<file path="config.mk">
export PLATFORM = sky130hd
export DESIGN_NAME = int_exec_alu
export DESIGN_NICKNAME = d
export VERILOG_FILES = /design/src/rtl/int_exec_pkg.sv /design/src/rtl/int_exec_operand.sv /design/src/rtl/int_exec_addsub.sv /design/src/rtl/int_exec_logic.sv /design/src/rtl/int_exec_alu.sv
export SDC_FILE = /design/constraint.sdc
export NUM_CORES = 1
export LEC_CHECK = 0
export ABC_CLOCK_PERIOD_IN_PS = 6000
export BUFFER_PORTS_ARGS = -buffer_cell sky130_fd_sc_hd__buf_2
export CORE_MARGIN = 1.5
export CORE_UTILIZATION = 55
export DETAILED_ROUTE_END_ITERATION = 12
export PLACE_DENSITY = 0.91
export REMOVE_ABC_BUFFERS = 1
export SYNTH_ARGS = -nofsm -noshare
export SYNTH_HDL_FRONTEND = slang
export SYNTH_SLANG_ARGS = --single-unit
</file>
<file path="constraint.sdc">
create_clock -name vclk -period 6
set_input_delay 0.3 -clock vclk [all_inputs]
set_output_delay 0.3 -clock vclk [all_outputs]
set_load 0.02 [all_outputs]
</file>
<file path="src/rtl/int_exec_pkg.sv">
package int_exec_pkg;

    typedef enum logic [2:0] {
        OP_ADD  = 3'd0,
        OP_ADDU = 3'd1,
        OP_SUB  = 3'd2,
        OP_SUBU = 3'd3,
        OP_AND  = 3'd4,
        OP_OR   = 3'd5,
        OP_XOR  = 3'd6,
        OP_LHI  = 3'd7
    } alu_op_e;

    typedef enum logic [1:0] {
        EXT_SIGN = 2'd0,
        EXT_ZERO = 2'd1
    } ext_mode_e;

    typedef struct packed {
        logic      is_sub;
        logic      is_signed;
        logic      is_logic;
        logic      is_high;
        ext_mode_e ext;
    } op_ctrl_t;

    function automatic op_ctrl_t decode_op(alu_op_e op);
        op_ctrl_t c;
        c.is_sub    = (op == OP_SUB) || (op == OP_SUBU);
        c.is_signed = (op == OP_ADD) || (op == OP_SUB);
        c.is_logic  = (op == OP_AND) || (op == OP_OR) || (op == OP_XOR);
        c.is_high   = (op == OP_LHI);
        c.ext       = c.is_signed ? EXT_SIGN : EXT_ZERO;
        return c;
    endfunction

endpackage

</file>
<file path="src/rtl/int_exec_operand.sv">
module int_exec_operand
    import int_exec_pkg::*;
#(
    parameter int DATA_W = 32,
    parameter int IMM_W  = 16
) (
    input  logic [DATA_W-1:0] reg_b,
    input  logic [IMM_W-1:0]  imm,
    input  logic              use_imm,
    input  ext_mode_e         ext,
    output logic [DATA_W-1:0] op2,
    output logic [DATA_W-1:0] high_word
);
    localparam int PAD = DATA_W - IMM_W;

    logic [DATA_W-1:0] imm_wide;

    always_comb begin
        if (ext == EXT_SIGN) imm_wide = {{PAD{imm[IMM_W-1]}}, imm};
        else                 imm_wide = {{PAD{1'b0}}, imm};
        op2       = use_imm ? imm_wide : reg_b;
        high_word = {imm, {PAD{1'b0}}};
    end

    // Widened bits must all follow the immediate's top bit in sign mode, or be zero otherwise
    always_comb begin
        if (use_imm && ext == EXT_SIGN)
            assert_sign_fill_R4: assert ($countones(op2[DATA_W-1:IMM_W-1]) == 0 ||
                                         $countones(op2[DATA_W-1:IMM_W-1]) == PAD + 1);
        if (use_imm && ext == EXT_ZERO)
            assert_zero_fill_R5: assert ($countones(op2[DATA_W-1:IMM_W]) == 0);
    end
endmodule

</file>
<file path="src/rtl/int_exec_addsub.sv">
module int_exec_addsub #(
    parameter int DATA_W = 32
) (
    input  logic [DATA_W-1:0] a,
    input  logic [DATA_W-1:0] b,
    input  logic              is_sub,
    output logic [DATA_W-1:0] sum,
    output logic              ovf_raw
);
    localparam int MSB = DATA_W - 1;

    logic [DATA_W-1:0] b_eff;
    logic [DATA_W:0]   wa, wb, wide;

    always_comb begin
        b_eff   = b ^ {DATA_W{is_sub}};
        sum     = a + b_eff + {{(DATA_W-1){1'b0}}, is_sub};
        ovf_raw = (a[MSB] == b_eff[MSB]) && (sum[MSB] != a[MSB]);
    end

    // Cross-check with a one-bit-wider signed computation
    always_comb begin
        wa   = {a[MSB], a};
        wb   = {b[MSB], b};
        wide = is_sub ? (wa - wb) : (wa + wb);
        assert_ovf_range_R2: assert (ovf_raw == (wide[DATA_W] ^ wide[MSB]));
        assert_sum_low_R10: assert (sum == wide[MSB:0]);
    end
endmodule

</file>
<file path="src/rtl/int_exec_logic.sv">
module int_exec_logic
    import int_exec_pkg::*;
#(
    parameter int DATA_W = 32
) (
    input  logic [DATA_W-1:0] a,
    input  logic [DATA_W-1:0] b,
    input  alu_op_e           op,
    output logic [DATA_W-1:0] out
);
    always_comb begin
        case (op)
            OP_AND:  out = a & b;
            OP_OR:   out = a | b;
            default: out = a ^ b;
        endcase
    end

    // Algebraic properties of each bitwise operation
    always_comb begin
        if (op == OP_AND)
            assert_and_subset_R6: assert (((out & ~a) == '0) && ((out & ~b) == '0));
        if (op == OP_OR)
            assert_or_superset_R6: assert (((out & a) == a) && ((out & b) == b));
        if (op == OP_XOR)
            assert_xor_inverse_R6: assert ((out ^ a) == b);
    end
endmodule

</file>
<file path="src/rtl/int_exec_alu.sv">
module int_exec_alu
    import int_exec_pkg::*;
#(
    parameter int DATA_W = 32,
    parameter int IMM_W  = 16
) (
    input  logic [DATA_W-1:0] opa_i,
    input  logic [DATA_W-1:0] opb_i,
    input  logic [IMM_W-1:0]  imm_i,
    input  logic [2:0]        op_i,
    input  logic              use_imm_i,
    output logic [DATA_W-1:0] result_o,
    output logic              ovf_o
);
    localparam int PAD = DATA_W - IMM_W;

    alu_op_e           op;
    op_ctrl_t          ctrl;
    logic [DATA_W-1:0] op2, high_word, sum, logic_out;
    logic              ovf_raw;

    always_comb begin
        op   = alu_op_e'(op_i);
        ctrl = decode_op(op);
    end

    int_exec_operand #(.DATA_W(DATA_W), .IMM_W(IMM_W)) u_operand (
        .reg_b    (opb_i),
        .imm      (imm_i),
        .use_imm  (use_imm_i),
        .ext      (ctrl.ext),
        .op2      (op2),
        .high_word(high_word)
    );

    int_exec_addsub #(.DATA_W(DATA_W)) u_addsub (
        .a      (opa_i),
        .b      (op2),
        .is_sub (ctrl.is_sub),
        .sum    (sum),
        .ovf_raw(ovf_raw)
    );

    int_exec_logic #(.DATA_W(DATA_W)) u_logic (
        .a  (opa_i),
        .b  (op2),
        .op (op),
        .out(logic_out)
    );

    always_comb begin
        if (ctrl.is_high)       result_o = high_word;
        else if (ctrl.is_logic) result_o = logic_out;
        else                    result_o = sum;
        ovf_o = ovf_raw & ctrl.is_signed;
    end

    // Port-level checks
    always_comb begin
        if (op_i == 3'd7)
            assert_load_high_R8: assert (result_o == {imm_i, {PAD{1'b0}}});
        if (op_i == 3'd1)
            assert_unsigned_sum_R3: assert ((result_o - opa_i) == op2);
        if (op_i != 3'd0 && op_i != 3'd2)
            assert_no_overflow_R9: assert (!ovf_o);
        if (op_i == 3'd4 && use_imm_i)
            assert_and_imm_high_R7: assert (result_o[DATA_W-1:IMM_W] == '0);
    end
endmodule

</file>
==> metrics.csv, run 1 <==
stage;metric;value;unit
drt;firstDrtPassIters;5;
drt;met3WireLength;996;µm
yosys;synth-xor-area-share;10.7;%
yosys;avgSynthCellArea;6.97;µm²
yosys;seq_area_frac_synth;0;%
clock_tree;cts-resized-gates;0;
yosys;post_synth_mux_area_share;11.0;%
sta;hold-worst-slack;1020;ps
clock_tree;cts_hold_buf;0;
sta;timing.final.hold_violations;0;
die;die_w;94.2;µm
layout;clock_buffers;0;
die;die_h;94.2;µm
drt;wl_per_cell;16.7;µm
pwr;powerDensity;140;mW/mm²
grt;grt_usage;31.7;%
layout;nNetsFinal;927;
layout;seq_cell_count;0;
yosys;yosys.area.top_type;ha_1;
layout;n_antenna_cell;0;
yosys;synth.most_common_cell;ha_1;
drt;via_count;5168;
layout;design_area;0.00522;mm²
layout;areaGrowthSynthToFinish;13.9;%
sta;rsz0062_at_grt;false;
sta;relSlewSlack;54.2;%
drt;highest_layer;met4;
die;ios;117;
yosys;synth_area;0.00458;mm²
sta;fmax;214;MHz
placed_design;numPortBuffers;117;
clock_tree;post_cts_buffers;0;
grt;grt_pass1_vias;4965;
placed_design;hpwl;11400;µm
placed_design;place_congestion;0.964;
sta;worst_pin_slew;680;ps
layout;stdcell_count;851;
layout;drive_above_1_share;19.7;%
die;dieArea;0.00888;mm²
drt;wl;14200;µm
drt;met2_length;6880;µm
worst_setup_path;crit_type;primary input to output pin;
yosys;yosysUniqueCellTypes;61;
sta;worst_slack;1320;ps
yosys;netlist_instances;657;
sta;finalCritPeriodShare;78.0;%
worst_setup_path;required;5700;ps
yosys;synthAdderAreaFrac;26.1;%
yosys;yosysWarnings;0;
yosys;netlist.area_leader.share;25.7;%
pwr;leakagePower;2.68;nW
grt;antenna_found_initial;0;
sta;period_minus_slack;4680;ps
worst_setup_path;path_max_fanout;15;
drt;drc;0;
worst_setup_path;cp-end-kind;output pin;
worst_setup_path;cp.arrival;4380;ps
sta;setup_viol;0;
die;initial_core_util;56.3;%
yosys;synthSimpleGateAreaFrac;14.2;%
placed_design;place_area;0.00522;mm²
layout;regArea;0;µm²
worst_hold_path;min_path_type;primary input to output pin;
die;core-area;0.00813;mm²
sta;tns;0;ps
yosys;synth_top_family_by_area;compound AO/OA/AOI/OAI gates;
grt;grt_start_max_net_pins;54;
drt;postRouteAntennaNets;0;
drt;viasPerCell;6.07;
pwr;ir_worst_vdd;0.0704;mV
yosys;synth_area_leaders;ha_1, xnor2_1, inv_1, mux4_2, a21oi_1;
sta;slew_viol_final;0;
drt;wl_met1;5870;µm
grt;grt_overflow;0;
placed_design;pre_cts_ws;1450;ps
yosys;synthTopCellsByCount;ha_1, inv_1, nand2_1;
worst_setup_path;startpoint_type;primary input;
job;drv_cap;0;
outcome;outcome;completed;
yosys;synth_compound_area_share;27.3;%
die;rows;33;
placed_design;dp_cells;851;
drt;drt-initial-drc-count;414;
grt;grt_pass1_wl;22900;µm
==> power breakdown <==
group	leakage (nW)	switching (mW)	total [mW]	internal, mW
sequential	0	0	0	0
clock	0	0	0	0
combinational	2.68	0.446	0.728	0.281
==> critical path, cell delays in order <==
cell	delay, ps
buf_2	140
nor2_1	250
nand2_1	100
nand2_1	500
o21ai_0	370
xnor2_1	210
ha_1	430
a21oi_1	110
o21ai_0	550
a2111oi_0	220
a221o_1	340
a31o_2	260
a211o_1	270
a21boi_1	130
buf_2	180
==> final cells by class <==
type                            instances  area [µm²]
Fill cell                             731        2920
Tap cell                              105         131
Multi-Input combinational cell        531        4100
Inverter                               90         338
Timing Repair Buffer                  125         646
==> through the flow <==
stage,utilization [%],power (mW)
after CTS,64.1,0.721
after global placement,64.1,0.697
after floorplan,-,0.497
after global routing,64.1,0.804
final,64.1,0.728
after detailed placement,64.1,0.716
==> routing by layer <==
metal	vias to the layer above	GRT usage, %
li1	2476	-
met2	270	56.5
met1	2383	39.0
met5	-	0
met3	39	3.24
met4	0	11.6
==> cells by family after synthesis <==
group	count (synthesis)
AOI/OAI and AO/OA	197
and+or+nand+nor	150
buffers and inverters	126
adders and majority gates	95
xor gates and xnor gates	56
muxes	33
==> layout by cell type, fill, tap and decap left out, types with 15 or more instances in the layout <==
cell type and count:
a211oi_1 15, a21oi_1 58, buf_2 117, ha_1 94
inv_1 90, mux2i_1 19, nand2_1 59, nor2_1 52
o21ai_0 55, xnor2_1 42
==> final timing paths <==
path / start / end / slack [ps] / cells past startpoint
min: opa_i[31] / ovf_o / 1020 / 4
max: op_i[2] / ovf_o / 1320 / 15
Power figures use the tool's default switching activity.
==> run 2, diff against run 1 <==
--- a/config.mk
+++ b/config.mk
@@ -5,7 +5,7 @@
 export SDC_FILE = /design/constraint.sdc
 export NUM_CORES = 1
 export LEC_CHECK = 0
-export ABC_CLOCK_PERIOD_IN_PS = 6000
+export ABC_CLOCK_PERIOD_IN_PS = 4900
 export BUFFER_PORTS_ARGS = -buffer_cell sky130_fd_sc_hd__buf_2
 export CORE_MARGIN = 1.5
 export CORE_UTILIZATION = 55
==> constraint.sdc (replaced) <==
create_clock -name vclk -period 4.9
set_input_delay 0.245 -clock vclk [all_inputs]
set_output_delay 0.245 -clock vclk [all_outputs]
set_load 0.02 [all_outputs]
==> run 2 against run 1 <==
Against the previous run:
- wire length decreased by 2.0%
- sequential share of layout area stayed put
- design area hardly changed
- global-route usage decreased by 0.27 points
- critical path depth unchanged
- via count down 1.2%
- die area did not move
- final cell count is 0.12% lower
- total power increased by 22%
- flip-flop and latch count is the same
- critical endpoint is now result_o[29]
- largest cell class unchanged
- largest power group unchanged
==> metrics.csv, run 2 (synthesis gave the netlist of run 1 again) <==
stage;metric;value;unit
drt;via_count;5108;
sta;slew_viol_final;0;
worst_hold_path;hold_path_end;ovf_o;
job;drv_cap;0;
sta;relSlewSlack;38.4;%
die;die_h;94.2;µm
drt;drc;0;
die;initial_core_util;56.3;%
pwr;p_total;0.889;mW
outcome;outcome;completed;
worst_setup_path;cp.arrival;4100;ps
sta;finalCritPeriodShare;88.7;%
sta;timing.final.hold_violations;0;
worst_hold_path;holdPathStages;4;
layout;multi_input_area;0.00410;mm²
placed_design;hpwl;11100;µm
placed_design;place_congestion;0.930;
pwr;leakagePower;2.68;nW
worst_setup_path;crit_type;primary input to output pin;
worst_setup_path;required;4660;ps
sta;hold-worst-slack;917;ps
worst_setup_path;crit_slowest_cell;nand2_1;
grt;grt.busiest_layer;met2;
sta;period_minus_slack;4350;ps
drt;drt-initial-drc-count;394;
worst_hold_path;hp-start;opa_i[31];
clock_tree;cts_hold_buf;0;
grt;grt_start_max_net_pins;54;
worst_setup_path;startpoint_type;primary input;
die;core-area;0.00813;mm²
die;rows;33;
grt;grt_util_met3;1.21;%
clock_tree;cts-resized-gates;0;
layout;drive_above_1_share;19.7;%
grt;grt_usage;31.5;%
drt;viasPerCell;6.01;
layout;nNetsFinal;926;
layout;seq_cell_count;0;
die;die_w;94.2;µm
layout;areaGrowthSynthToFinish;13.8;%
die;dieArea;0.00888;mm²
grt;antenna_found_initial;0;
worst_setup_path;cp-end-kind;output pin;
sta;setup_viol;0;
layout;n_fill_cell;764;
layout;fin_util;64.1;%
sta;rsz0062_at_grt;false;
worst_setup_path;path_max_fanout;15;
die;ios;117;
placed_design;numPortBuffers;117;
grt;grt_overflow;0;
layout;regArea;0;µm²
pwr;ir_worst_vdd;0.0830;mV
drt;wl_per_cell;16.4;µm
grt;grt_pass1_wl;22800;µm
drt;wl;13900;µm
pwr;powerDensity;171;mW/mm²
drt;firstDrtPassIters;5;
layout;final_common_cell;buf_2;
grt;grt_pass1_vias;4898;
sta;fmax;230;MHz
sta;worst_pin_slew;920;ps
layout;n_antenna_cell;0;
worst_hold_path;min_path_type;primary input to output pin;
placed_design;pre_cts_ws;601;ps
layout;clock_buffers;0;
worst_setup_path;slowest_delay;450;ps
sta;worst_slack;552;ps
grt;met1_usage;39.7;%
layout;final_cell_mix;buf_2, ha_1, inv_1;
grt;use_met2;59.4;%
drt;postRouteAntennaNets;0;
clock_tree;post_cts_buffers;0;
worst_setup_path;path_cells;buf_2 -> nor2_1 -> nand2_1 -> nand2_1 -> o21ai_0 -> xnor2_1 -> ha_1 -> a21oi_1 -> o21ai_1 -> a221oi_1 -> o21ai_1 -> a221o_1 -> a311o_1 -> o311ai_1 -> buf_2;
-- run 2: changes by cell type in the layout (fill, tap and decap cells not counted) --
cell     change
buf_4        -1
nor2b_2      +1
nor2b_1      -1
-- run 2: power by group --
group / internal (mW) / total [mW] / switching, mW
sequential: 0 / 0 / 0
clock: 0 / 0 / 0
combinational: 0.345 / 0.889 / 0.544
-- run 2: worst max path at each step --
stage | from | to | slack [ps] | cells after the start
2_1_floorplan | op_i[2] | result_o[30] | -90 | 10
3_3_place_gp | op_i[2] | result_o[29] | 690 | 15
3_5_place_dp | op_i[2] | result_o[29] | 600 | 15
4_1_cts | op_i[2] | result_o[29] | 590 | 15
5_1_grt | op_i[2] | result_o[29] | 180 | 15
6_report | op_i[2] | result_o[29] | 550 | 15
-- run 2: final cells by class --
cell class                 instances  area share, %
inverter                          90           6.48
multi-input combinational        531           78.7
tap                              105           2.52
timing repair buffer             124           12.2
-- run 2: through the flow --
| step | std cells | setup TNS, ps | cell area (µm²) |
|---|---|---|---|
| 4_1_cts | 850 | 0 | 5210 |
| 6_report | 850 | 0 | 5210 |
| 5_1_grt | 850 | 0 | 5210 |
| 3_3_place_gp | 850 | 0 | 5210 |
| 3_5_place_dp | 850 | 0 | 5210 |
| 2_1_floorplan | 621 | -232 | 4430 |
-- run 2: worst max-delay path, delay by kind of cell --
family	cells	cell delay, ps
xor gates and xnor gates	1	200
AOI/OAI and AO/OA	8	2160
and+or+nand+nor	3	750
buffers and inverters	2	370
adders and majority gates	1	380
-- run 2: metal layers --
layer | up-vias | routed length, µm
li1 | 2484 | -
met1 | 2390 | 6060
met2 | 207 | 6920
met3 | 27 | 723
met4 | 0 | 223
met5 | - | 0
